**config.mk**
```make
export PLATFORM = sky130hd
export DESIGN_NAME = gpio_irq_port
export DESIGN_NICKNAME = d
export VERILOG_FILES = /design/src/rtl/gpio_irq_pkg.sv /design/src/rtl/gpio_pin_sync.sv /design/src/rtl/gpio_edge_events.sv /design/src/rtl/gpio_first_pin.sv /design/src/rtl/gpio_irq_port.sv
export SDC_FILE = /design/constraint.sdc
export NUM_CORES = 1
export LEC_CHECK = 0
export BUFFER_PORTS_ARGS = -buffer_cell sky130_fd_sc_hd__buf_4
export CORE_MARGIN = 4
export CORE_UTILIZATION = 29
export CTS_CLUSTER_DIAMETER = 120
export CTS_CLUSTER_SIZE = 20
export DETAILED_ROUTE_END_ITERATION = 12
export GPL_ROUTABILITY_DRIVEN = 0
export PLACE_DENSITY = 0.53
export SKIP_CTS_REPAIR_TIMING = 1
export SYNTH_ARGS = -nofsm -noshare
export SYNTH_HDL_FRONTEND = slang
export SYNTH_SLANG_ARGS = --single-unit
export TNS_END_PERCENT = 1
```
**constraint.sdc**
```tcl
create_clock -name clk -period 2.84 [get_ports clk]
set_input_delay 0.568 -clock clk [delete_from_list [all_inputs] [get_ports clk]]
set_output_delay 0.568 -clock clk [all_outputs]
set_load 0.005 [all_outputs]
```
**src/rtl/gpio_irq_pkg.sv**
```systemverilog
// Shared definitions for the pin controller: register select codes taken
// from bus_addr[4:2] and the two-bit sense codes. Assumes word addressing.
package gpio_irq_pkg;
    typedef enum logic [2:0] {
        SEL_DIR    = 3'd0,
        SEL_ODEN   = 3'd1,
        SEL_DATA   = 3'd2,
        SEL_EVT    = 3'd3,
        SEL_ENA    = 3'd4,
        SEL_SENSE0 = 3'd5,
        SEL_SENSE1 = 3'd6
    } reg_sel_e;

    localparam logic [1:0] SNS_BOTH = 2'b00;
    localparam logic [1:0] SNS_RISE = 2'b01;
    localparam logic [1:0] SNS_FALL = 2'b10;
    localparam logic [1:0] SNS_NONE = 2'b11;
endpackage

```
**src/rtl/gpio_pin_sync.sv**
```systemverilog
// Two-flop synchronizer for the pad inputs. Assumes the pads are
// asynchronous to clk and that bits are independent (no bus coherency).
module gpio_pin_sync #(
    parameter int N = 32
) (
    input  logic         clk,
    input  logic         rst_n,
    input  logic [N-1:0] async_in,
    output logic [N-1:0] sync_out
);
    logic [N-1:0] stage1_q;
    logic [N-1:0] stage2_q;

    // Two register stages, reset low.
    always_ff @(posedge clk) begin
        if (!rst_n) begin
            stage1_q <= '0;
            stage2_q <= '0;
        end else begin
            stage1_q <= async_in;
            stage2_q <= stage1_q;
        end
    end

    assign sync_out = stage2_q;
endmodule

```
**src/rtl/gpio_edge_events.sv**
```systemverilog
// Per-pin edge detector and write-one-to-clear event latch. The sense
// decode is picked per pin by generate according to SENSE_2BIT. Assumes
// the level input is already synchronous. A fresh edge wins over a clear.
module gpio_edge_events
    import gpio_irq_pkg::*;
#(
    parameter int N          = 32,
    parameter bit SENSE_2BIT = 1'b0
) (
    input  logic         clk,
    input  logic         rst_n,
    input  logic [N-1:0] level,
    input  logic [N-1:0] sense0,
    input  logic [N-1:0] sense1,
    input  logic [N-1:0] clr_mask,
    output logic [N-1:0] events
);
    localparam int HALF = N / 2;

    logic [N-1:0] prev_q;
    logic [N-1:0] rise;
    logic [N-1:0] fall;
    logic [N-1:0] hit;

    assign rise = level & ~prev_q;
    assign fall = ~level & prev_q;

    for (genvar b = 0; b < N; b++) begin : g_pin
        if (SENSE_2BIT) begin : g_wide
            logic [1:0] code;
            if (b >= HALF) begin : g_lo_pins
                assign code = sense0[2*(b-HALF)+1 -: 2];
            end else begin : g_hi_pins
                assign code = sense1[2*b+1 -: 2];
            end
            // Decode the two-bit sense code for this pin.
            always_comb begin
                unique case (code)
                    SNS_BOTH: hit[b] = rise[b] | fall[b];
                    SNS_RISE: hit[b] = rise[b];
                    SNS_FALL: hit[b] = fall[b];
                    default:  hit[b] = 1'b0;
                endcase
            end
        end else begin : g_narrow
            logic unused_s1;
            assign unused_s1 = sense1[b];
            assign hit[b] = fall[b] | (rise[b] & ~sense0[b]);
        end
    end

    // Track previous level and update event latches; new edge overrides clear.
    always_ff @(posedge clk) begin
        if (!rst_n) begin
            prev_q <= '0;
            events <= '0;
        end else begin
            prev_q <= level;
            events <= (events & ~clr_mask) | hit;
        end
    end

    // a cleared bit with no new edge is zero afterwards.
    p_clear_works_r7: assert property (@(posedge clk) disable iff (!rst_n)
        1'b1 |=> (events & $past(clr_mask) & ~$past(hit)) == '0);
    // a detected edge is always visible in the next cycle.
    p_edge_wins_r11: assert property (@(posedge clk) disable iff (!rst_n)
        1'b1 |=> (events & $past(hit)) == $past(hit));
endmodule

```
**src/rtl/gpio_first_pin.sv**
```systemverilog
// Finds the lowest-numbered pin (most significant set bit) of the gated
// event vector and reports its pin number plus a valid flag.
module gpio_first_pin #(
    parameter int N    = 32,
    parameter int IDXW = $clog2(N)
) (
    input  logic            clk,
    input  logic            rst_n,
    input  logic [N-1:0]    pending,
    output logic            valid,
    output logic [IDXW-1:0] pin
);
    logic [IDXW-1:0] top_bit;

    // Scan upward so the highest set bit is kept.
    always_comb begin
        top_bit = '0;
        for (int b = 0; b < N; b++) begin
            if (pending[b]) top_bit = IDXW'(b);
        end
    end

    assign valid = |pending;
    assign pin   = IDXW'(N - 1) - top_bit;

    // the reported pin is pending.
    p_pin_pending_r9: assert property (@(posedge clk) disable iff (!rst_n)
        valid |-> pending[IDXW'(N - 1) - pin]);
    // no lower-numbered pin is pending.
    p_pin_first_r9: assert property (@(posedge clk) disable iff (!rst_n)
        valid |-> (pending & ~({N{1'b1}} >> pin)) == '0);
endmodule

```
**src/rtl/gpio_irq_port.sv**
```systemverilog
// Pin controller top: register file, pad drive, read mux, and the
// synchronizer, event and priority submodules. Pin n is bit N-1-n.
// Assumes N is 32 so that the two sense registers hold 16 pins each.
module gpio_irq_port
    import gpio_irq_pkg::*;
#(
    parameter int          N          = 32,
    parameter bit          SENSE_2BIT = 1'b0,
    parameter logic [31:0] INPUT_ONLY = 32'h0000_000F,
    parameter int          AW         = 5,
    parameter int          IDXW       = $clog2(N)
) (
    input  logic            clk,
    input  logic            rst_n,
    input  logic            bus_sel,
    input  logic            bus_wr,
    input  logic [AW-1:0]   bus_addr,
    input  logic [N-1:0]    bus_wdata,
    output logic [N-1:0]    bus_rdata,
    input  logic [N-1:0]    pad_in,
    output logic [N-1:0]    pad_out,
    output logic [N-1:0]    pad_oe,
    output logic            irq,
    output logic [IDXW-1:0] irq_pin
);
    localparam logic [N-1:0] LOCKED = SENSE_2BIT ? INPUT_ONLY[N-1:0] : '0;

    logic [N-1:0] dir_q, oden_q, data_q, ena_q, sense0_q, sense1_q;
    logic [N-1:0] level, events, clr_mask;
    reg_sel_e     rsel;
    logic         wr_en;

    assign rsel  = reg_sel_e'(bus_addr[4:2]);
    assign wr_en = bus_sel & bus_wr;

    // Configuration register writes.
    always_ff @(posedge clk) begin
        if (!rst_n) begin
            dir_q    <= '0;
            oden_q   <= '0;
            data_q   <= '0;
            ena_q    <= '0;
            sense0_q <= '0;
            sense1_q <= '0;
        end else if (wr_en) begin
            case (rsel)
                SEL_DIR:    dir_q    <= bus_wdata & ~LOCKED;
                SEL_ODEN:   oden_q   <= bus_wdata;
                SEL_DATA:   data_q   <= bus_wdata;
                SEL_ENA:    ena_q    <= bus_wdata;
                SEL_SENSE0: sense0_q <= bus_wdata;
                SEL_SENSE1: if (SENSE_2BIT) sense1_q <= bus_wdata;
                default:    ;
            endcase
        end
    end

    assign clr_mask = (wr_en && rsel == SEL_EVT) ? bus_wdata : '0;

    gpio_pin_sync #(.N(N)) u_sync (
        .clk(clk), .rst_n(rst_n), .async_in(pad_in), .sync_out(level)
    );

    gpio_edge_events #(.N(N), .SENSE_2BIT(SENSE_2BIT)) u_events (
        .clk(clk), .rst_n(rst_n), .level(level), .sense0(sense0_q),
        .sense1(sense1_q), .clr_mask(clr_mask), .events(events)
    );

    gpio_first_pin #(.N(N), .IDXW(IDXW)) u_first (
        .clk(clk), .rst_n(rst_n), .pending(events & ena_q),
        .valid(irq), .pin(irq_pin)
    );

    // Pad drive: open-drain pins drive only a low level.
    assign pad_out = data_q & ~oden_q;
    assign pad_oe  = dir_q & (~oden_q | ~data_q);

    // Combinational register read.
    always_comb begin
        case (rsel)
            SEL_DIR:    bus_rdata = dir_q;
            SEL_ODEN:   bus_rdata = oden_q;
            SEL_DATA:   bus_rdata = (level & ~dir_q) | (data_q & dir_q);
            SEL_EVT:    bus_rdata = events;
            SEL_ENA:    bus_rdata = ena_q;
            SEL_SENSE0: bus_rdata = sense0_q;
            SEL_SENSE1: bus_rdata = sense1_q;
            default:    bus_rdata = '0;
        endcase
    end

    // an open-drain pin driving the pad has its latch at 0.
    p_od_low_only_r3: assert property (@(posedge clk) disable iff (!rst_n)
        (pad_oe & oden_q & data_q) == '0);
    // input-only pins are never driven.
    p_locked_undriven_r10: assert property (@(posedge clk) disable iff (!rst_n)
        (pad_oe & LOCKED) == '0);
    // the request tracks enabled pending events.
    p_irq_match_r8: assert property (@(posedge clk) disable iff (!rst_n)
        irq == ((events & ena_q) != '0));
endmodule

```
==> impl_metrics.yaml, run 1 <==
run_status:
  outcome: "completed"
logic_synthesis:
  yosysUniqueCellTypes: 42
  syn_area_um2: 12400
  synth_top_family_by_area: "simple AND/OR/NAND/NOR gates"
  synth-compound-area-share: 0.217
  synthSimpleGateAreaFrac: 0.241
  muxShareOfSynthArea: 0.0376
  synth_fa_ha_area_frac: 0
  synthArstFlopShare: 0
  synth_edf_count: 0
  synth_xor_area_frac: 0
  synth_top_area_share: 0.465
  synth_ff_type: "dfxtp_1"
  synth_seq_cells: 288
  yosysTopAreaCell: "dfxtp_1"
  yosysWarnings: 0
  synth_top_cells_by_area: "dfxtp_1 (46%), nand2_1 (13%), a21boi_0 (9.4%), and2_1 (5.0%), a22oi_1 (3.6%)"
  synthesis.nets: 1554
  yosysSeqAreaShare: 0.465
  avgSynthCellArea_um2: 8.38
  synthCells: 1481
setup_path:
  cp_data_arrival_time_ns: 2.11
  crit_type: "register to output pin"
  cp_max_fo: 4
  startpoint_type: "register"
  crit_required_ns: 2.27
  endpoint_kind: "output pin"
cts:
  cts.sinks: 288
  clkTransAtPathRegs_ns: 0.09
  clockBufferDepth: 3
  cts_root_buffer: "clkbuf_16"
  numCtsBuffers: 18
  cts_max_level: 1
  cts_tree: "yes"
  clk_latency_ns: 0.52
sta:
  max_freq_mhz: 374
  tightest_slew_ns: 0.566
  tns_ns: 0
  final_hold_viol_count: 0
  maxSlewViolCount: 0
  finalWorstPathRequiredPeriod_ns: 2.68
  layout_setup_ws_ns: 0.164
  setup_viol: 0
  finalCritPeriodShare: 0.942
  rsz0062_at_grt: "no"
  holdWs_ns: 0.254
  slew-limit-headroom: 0.623
  worst_clock_skew_ns: 0.0156
run:
  drv_cap: 0
layout:
  fillers: 4382
  drive_above_1_share: 0.152
  antenna_cells: 0
  regArea_um2: 5770
  instances_no_fill: 2160
  areaGrowthSynthToFinish_pct: 20.4
  fin_util: 0.354
  finalInstanceArea_um2: 14900
  multi_input_area_um2: 6180
  fin_nets: 1693
floorplanning:
  rows: 75
  core_um2: 42100
  ios: 175
  dieArea_um2: 46200
  start_util: 0.294
  die_h_um: 215
  die_w_um: 215
placement:
  port_buffers: 172
  placed_area_um2: 14400
  dp.cells: 2139
  dpl_worst_slack_ns: 0.237
  dp_hpwl_mm: 27.4
power:
  ir_worst_vdd_mv: 0.277
  p_total_mw: 7.57
  p_leak_nw: 5.46
  p_per_area_nw_per_um2: 507
routing:
  ant_nets: 0
  drc: 0
  firstDrtPassIters: 5
  routed_wl_mm: 41.5
  wl_per_cell_um: 19.2
  via_count: 10700
  drtIter0Drc: 801
  vias_per_cell: 4.95
global_route:
  antenna_found_initial: 2
  grt_max_degree: 80
  grt_pass1_wl_mm: 62.8
  grt_pass1_vias: 10300
  grt_usage: 0.172
  grt_overflow: 0
worst_hold_path:
  hold_path.class: "primary input to register"
-- flip-flops by register name, summed over array words and instances, names as in the netlist --
signal and count:
data_q 32, dir_q 32, ena_q 32, oden_q 32, sense0_q 32, u_events.events 32, u_events.prev_q 32, u_sync.stage1_q 32
u_sync.sync_out 32
-- final timing paths --
kind / from / end / slack, ns / depth (start not counted)
max: ena_q[30] / irq_pin[1] / 0.16 / 5
min: pad_in[19] / u_sync.stage1_q[19] / 0.25 / 2
min reg2reg: u_sync.stage1_q[18] / u_sync.sync_out[18] / 0.44 / 1
max reg2reg: u_sync.sync_out[11] / u_events.events[11] / 1.90 / 3
-- Yosys cell counts, types with 18 or more instances --
| library cell | n |
|---|---|
| inv_1 | 18 |
| nand3_1 | 28 |
| and2_1 | 99 |
| a22oi_1 | 59 |
| buf_2 | 34 |
| clkbuf_1 | 47 |
| nor2_1 | 34 |
| dfxtp_1 | 288 |
| o21ai_0 | 18 |
| a21boi_0 | 156 |
| nand2_1 | 417 |
| a21oi_1 | 44 |
| nor3_1 | 20 |
| nor2b_1 | 52 |
| a21boi_1 | 50 |
| a221oi_1 | 28 |
| mux2i_1 | 41 |
-- layout make-up --
type / count / share of cell area
clock buffers: 19 / 0.0318
clock inverters: 2 / 0.00260
inverters: 18 / 0.00452
multi-input cells: 1083 / 0.414
flip-flops and latches: 288 / 0.386
well taps: 539 / 0.0452
repair buffers: 211 / 0.116
-- cells in the final DEF (no fill, tap or decap), drive strengths merged --
master	count
nor2	35
o31ai	1
nand4	2
o311ai	1
mux2i	41
o211ai	1
a311oi	1
buf	211
and2	99
nand3	28
a221o	1
a21boi	206
mux2	5
a22o	2
nor3b	2
a22oi	59
a32o	3
a31oi	1
o21ai	18
nand2	417
o2111ai	1
and3b	1
a21oi	44
nor2b	53
bufinv	1
a32oi	4
and3	4
dfxtp	288
nand2b	2
a221oi	28
clkbuf	19
nor3	22
o21bai	1
inv	19
-- report_power, final --
| group | leakage, nW | switching, mW | internal, mW | total [mW] |
|---|---|---|---|---|
| sequential | 2.34 | 0.0967 | 4.15 | 4.25 |
| clock | 0.253 | 1.42 | 1.29 | 2.71 |
| combinational | 2.86 | 0.328 | 0.283 | 0.611 |
-- critical path, cell delays in order (launching register included) --
cell,delay (ns)
dfxtp_1,0.37
a22oi_2,0.25
and2_1,0.21
o21ai_0,0.09
o31ai_1,0.46
buf_4,0.21
-- cells by family after synthesis --
kind of cell	count (synthesis)
flip-flops	288
AO/OA/AOI/OAI	372
buffers and inverters	110
AND/OR/NAND/NOR	665
multiplexers	46
-- metal layers --
metal	GRT usage	wire [um]	up-vias	part of all wire
li1	-	-	5277	-
met2	0.298	20100	263	0.48
met1	0.227	18400	5103	0.44
met3	0.0237	2000	56	0.048
met4	0.0411	1010	2	0.024
met5	0	20	-	0.00048
Power figures use the tool's default switching activity.
==> run 2: changes to the inputs <==
--- a/config.mk
+++ b/config.mk
@@ -13,6 +13,7 @@
 export DETAILED_ROUTE_END_ITERATION = 12
 export GPL_ROUTABILITY_DRIVEN = 0
 export PLACE_DENSITY = 0.53
+export RECOVER_POWER = 25
 export SKIP_CTS_REPAIR_TIMING = 1
 export SYNTH_ARGS = -nofsm -noshare
 export SYNTH_HDL_FRONTEND = slang
==> run 2 against run 1 <==
Core utilization fell by 0.12 points. Worst hold slack improved by 0.0015 ns. Clock power barely moved. Die area did not move. Routed wire length barely moved. Final area fell by 0.33%. Worst setup slack improved by 0.0027 ns. Register-to-register slack barely moved. Non-clock buffer count did not move. First-iteration DRC count fell by 5.9%. Combinational power fell by 1%. Critical path type unchanged. Highest routed layer unchanged.
==> impl_metrics.yaml, run 2 (synthesized netlist as in run 1, its figures left out) <==
run_status:
  outcome: "completed"
worst_hold_path:
  min_from: "pad_in[19]"
  hold_path.class: "primary input to register"
layout:
  drive_above_1_share: 0.152
  finalInstanceArea_um2: 14900
  fin_util: 0.353
  fillers: 4389
  antenna_cells: 0
  fin_nets: 1693
  layout_commonest_cell: "nand2_1"
  final_cell_mix: "nand2_1 (417), dfxtp_1 (288), buf_4 (199), a21boi_0 (156), and2_1 (72)"
  areaGrowthSynthToFinish_pct: 20.0
sta:
  max_freq_mhz: 374
  finalWorstPathRequiredPeriod_ns: 2.67
  tightest_slew_ns: 1.34
  tns_ns: 0
  final_hold_viol_count: 0
  worst_clock_skew_ns: 0.0161
  rsz0062_at_grt: "no"
  maxSlewViolCount: 0
  holdWs_ns: 0.255
  slew-limit-headroom: 0.105
  finalCritPeriodShare: 0.941
  setup_viol: 0
cts:
  numCtsBuffers: 18
  cts_tree: "yes"
  cts_max_level: 1
  cts_root_buffer: "clkbuf_16"
  clockBufferDepth: 3
  clkTransAtPathRegs_ns: 0.09
  cts.sinks: 288
  clk_latency_ns: 0.52
routing:
  firstDrtPassIters: 5
  wl_per_cell_um: 19.2
  drtIter0Drc: 754
  routed_wl_mm: 41.5
  ant_nets: 0
  vias_per_cell: 4.97
  drc: 0
  via_count: 10700
power:
  pwr-share-clk: 0.358
  p_sw_mw: 1.84
  p_total_mw: 7.56
  internal_power_mw: 5.72
  p_per_area_nw_per_um2: 508
  ir_worst_vdd_mv: 0.276
  p_sw_frac: 0.243
  comb_power_share: 0.080
  p_seq_frac: 0.562
  p_leak_nw: 5.42
setup_path:
  cp_max_fo: 5
  critPathLaunch: "u_events.events[11]"
  endpoint_kind: "output pin"
  cp_data_arrival_time_ns: 2.11
  r2r_end: "u_events.events[11]"
  startpoint_type: "register"
  ff2ff_path_depth: 3
  endpoint: "irq"
  r2r-start: "u_sync.sync_out[11]"
  crit_type: "register to output pin"
  crit_required_ns: 2.27
  ff2ff_setup_slack_ns: 1.90
floorplanning:
  rows: 75
  die_w_um: 215
  dieArea_um2: 46200
  start_util: 0.294
  core_um2: 42100
  die_h_um: 215
  ios: 175
placement:
  port_buffers: 172
  dp_hpwl_mm: 27.4
  placed_area_um2: 14400
global_route:
  grt_pass1_vias: 10300
  grt_pass1_wl_mm: 62.8
  grt_overflow: 0
  grt_max_degree: 80
  antenna_found_initial: 2
  grt_usage: 0.172
run:
  drv_cap: 0
-- run 2: layout make-up --
cell class,count,area [um2],area share
flip-flops and latches,288,5770,0.387
well taps,539,674,0.0453
clock buffers,19,475,0.0319
multi-input cells,1083,6180,0.416
clock inverters,2,38.8,0.00261
repair buffers,211,1680,0.113
inverters,18,67.6,0.00454
-- run 2: worst max-delay path, cell delays in order, from the launching register on --
cell      delay [ns]
dfxtp_1         0.37
a22oi_1         0.36
nor2b_1         0.23
nand2b_1        0.11
nor3_1          0.19
nand2_1         0.16
buf_4           0.18
-- run 2: worst min-delay path by stage --
stage	to	slack [ns]	depth (start not counted)
final	u_sync.stage1_q[19]	0.26	2
after global routing	u_sync.stage1_q[20]	0.23	2
after CTS	u_sync.stage1_q[8]	0.23	2
after detailed placement	u_sync.sync_out[25]	0.42	1
after global placement	u_sync.sync_out[30]	0.41	1
after floorplan	u_sync.sync_out[21]	0.41	1
-- run 2: power groups by stage --
stage / Sequential, mW / Clock [mW] / Combinational, mW
after CTS: 4.25 / 2.82 / 0.619
final: 4.25 / 2.71 / 0.604
after floorplan: 4.31 / 0 / 0.313
after global placement: 4.34 / 0 / 0.607
after detailed placement: 4.34 / 0 / 0.615
after global routing: 4.26 / 2.94 / 0.665
-- run 2: layer usage --
metal,GRT usage,up-vias,share of wire
li1,-,5276,-
met1,0.227,5136,0.44
met2,0.298,263,0.49
met3,0.0237,59,0.047
met4,0.0411,2,0.024
met5,0,-,0.00048
-- run 2: per-stage QoR --
step / setup slack (ns) / cells
finish: 0.166 / 2160
global route: 0.00646 / 2160
CTS: -0.0215 / 2160
detailed placement: 0.237 / 2139
global placement: 0.237 / 2139
floorplan: 0.628 / 1481
==> run 3: changes to the inputs <==
--- a/config.mk
+++ b/config.mk
@@ -6,6 +6,7 @@
 export NUM_CORES = 1
 export LEC_CHECK = 0
 export BUFFER_PORTS_ARGS = -buffer_cell sky130_fd_sc_hd__buf_4
+export CORE_ASPECT_RATIO = 1.4
 export CORE_MARGIN = 4
 export CORE_UTILIZATION = 29
 export CTS_CLUSTER_DIAMETER = 120
==> run 3 against run 2 <==
The flow now finishes with violations (max-capacitance violations, max-slew violations). Critical path depth unchanged. First-iteration DRC count down 14%. Non-clock buffer count up 6. Largest cell class unchanged. Combinational power about the same. Final area about the same.
==> impl_metrics.yaml, run 3 (synthesized netlist as in run 1, its figures left out) <==
layout:
  instances_no_fill: 2172
  final_cell_mix: "nand2_1 (417), dfxtp_1 (288), buf_4 (204), a21boi_0 (156), and2_1 (69)"
  drive_above_1_share: 0.153
  areaGrowthSynthToFinish_pct: 19.9
  antenna_cells: 0
  fin_nets: 1699
  layout_commonest_cell: "nand2_1"
cts:
  cts.sinks: 288
  clk_latency_ns: 0.52
  clkTransAtPathRegs_ns: 0.09
  cts_tree: "yes"
  numCtsBuffers: 18
  cts_max_level: 1
  cts_root_buffer: "clkbuf_16"
  clockBufferDepth: 3
run_status:
  outcome: "finished, violations left"
  violations: "max-capacitance violations, max-slew violations"
floorplanning:
  dieArea_um2: 46200
  core_um2: 42200
  rows: 89
  start_util: 0.294
  die_w_um: 183
  ios: 175
  die_h_um: 253
setup_path:
  cp_data_arrival_time_ns: 2.19
  crit_required_ns: 2.27
  endpoint_kind: "output pin"
  ff2ff_path_depth: 3
  startpoint_type: "register"
  cp_max_fo: 5
  crit_type: "register to output pin"
sta:
  finalWorstPathRequiredPeriod_ns: 2.76
  setup_viol: 0
  holdWs_ns: 0.247
  max_freq_mhz: 362
  rsz0062_at_grt: "yes"
  worst_clock_skew_ns: 0.0196
  slew-limit-headroom: -0.177
  tns_ns: 0
  finalCritPeriodShare: 0.973
  tightest_slew_ns: 1.77
  maxSlewViolCount: 93
  layout_setup_ws_ns: 0.0776
  final_hold_viol_count: 0
worst_hold_path:
  hold_path_depth: 2
  hold_path.class: "primary input to register"
global_route:
  grt_pass1_vias: 10500
  grt_usage: 0.171
  grt_max_degree: 93
  grt_pass1_wl_mm: 62.6
  antenna_found_initial: 0
  grt_overflow: 0
power:
  ir_worst_vdd_mv: 0.337
  p_total_mw: 7.45
  p_per_area_nw_per_um2: 501
  p_leak_nw: 5.41
placement:
  dp.cells: 2152
  port_buffers: 172
  dpl_worst_slack_ns: 0.312
  dp_hpwl_mm: 28.3
routing:
  vias_per_cell: 4.89
  drc: 0
  wl_per_cell_um: 18.9
  firstDrtPassIters: 5
  ant_nets: 0
  drtIter0Drc: 650
  routed_wl_mm: 41.2
  via_count: 10600
run:
  drv_cap: 1
==> run 3: routing by layer <==
| layer | GRT usage | up-vias | wire [um] |
|---|---|---|---|
| li1 | - | 5286 | - |
| met1 | 0.218 | 5047 | 18000 |
| met2 | 0.310 | 251 | 20700 |
| met3 | 0.0226 | 41 | 1710 |
| met4 | 0.0379 | 0 | 788 |
| met5 | 0 | - | 0 |
==> run 3: area by class of cell <==
class / instances / area (um2)
fill: 4335 / 27300
multi-input combinational: 1083 / 6200
sequential: 288 / 5770
timing repair buffer: 217 / 1670
tap: 546 / 683
clock buffer: 19 / 475
inverter: 18 / 67.6
clock inverter: 1 / 16.3
==> run 3: per-stage QoR <==
| step | utilization | instance area (um2) |
|---|---|---|
| after global routing | 0.352 | 14900 |
| final | 0.352 | 14900 |
| after CTS | 0.353 | 14900 |
| after detailed placement | 0.342 | 14400 |
| after floorplan | - | 12400 |
| after global placement | 0.342 | 14400 |
==> run 3: worst paths after layout <==
kind | start | endpoint | slack (ns)
max | u_events.events[11] | irq | 0.08
min | pad_in[8] | u_sync.stage1_q[8] | 0.25
max reg2reg | u_sync.sync_out[31] | u_events.events[31] | 1.91
min reg2reg | u_sync.stage1_q[22] | u_sync.sync_out[22] | 0.43
==> run 3: critical path, stage by stage (launching register included) <==
cell and delay [ns]:
dfxtp_1 0.36, a22oi_1 0.38, nor2b_1 0.25, nand2b_1 0.12, nor3_2 0.32, nand2_1 0.10, buf_4 0.14
==> run 3: report_power, final <==
part / switching, mW / internal [mW] / total [mW]
logic: 0.329 / 0.277 / 0.605
clock network: 1.39 / 1.20 / 2.59
registers: 0.0977 / 4.15 / 4.25
total: 1.82 / 5.63 / 7.45
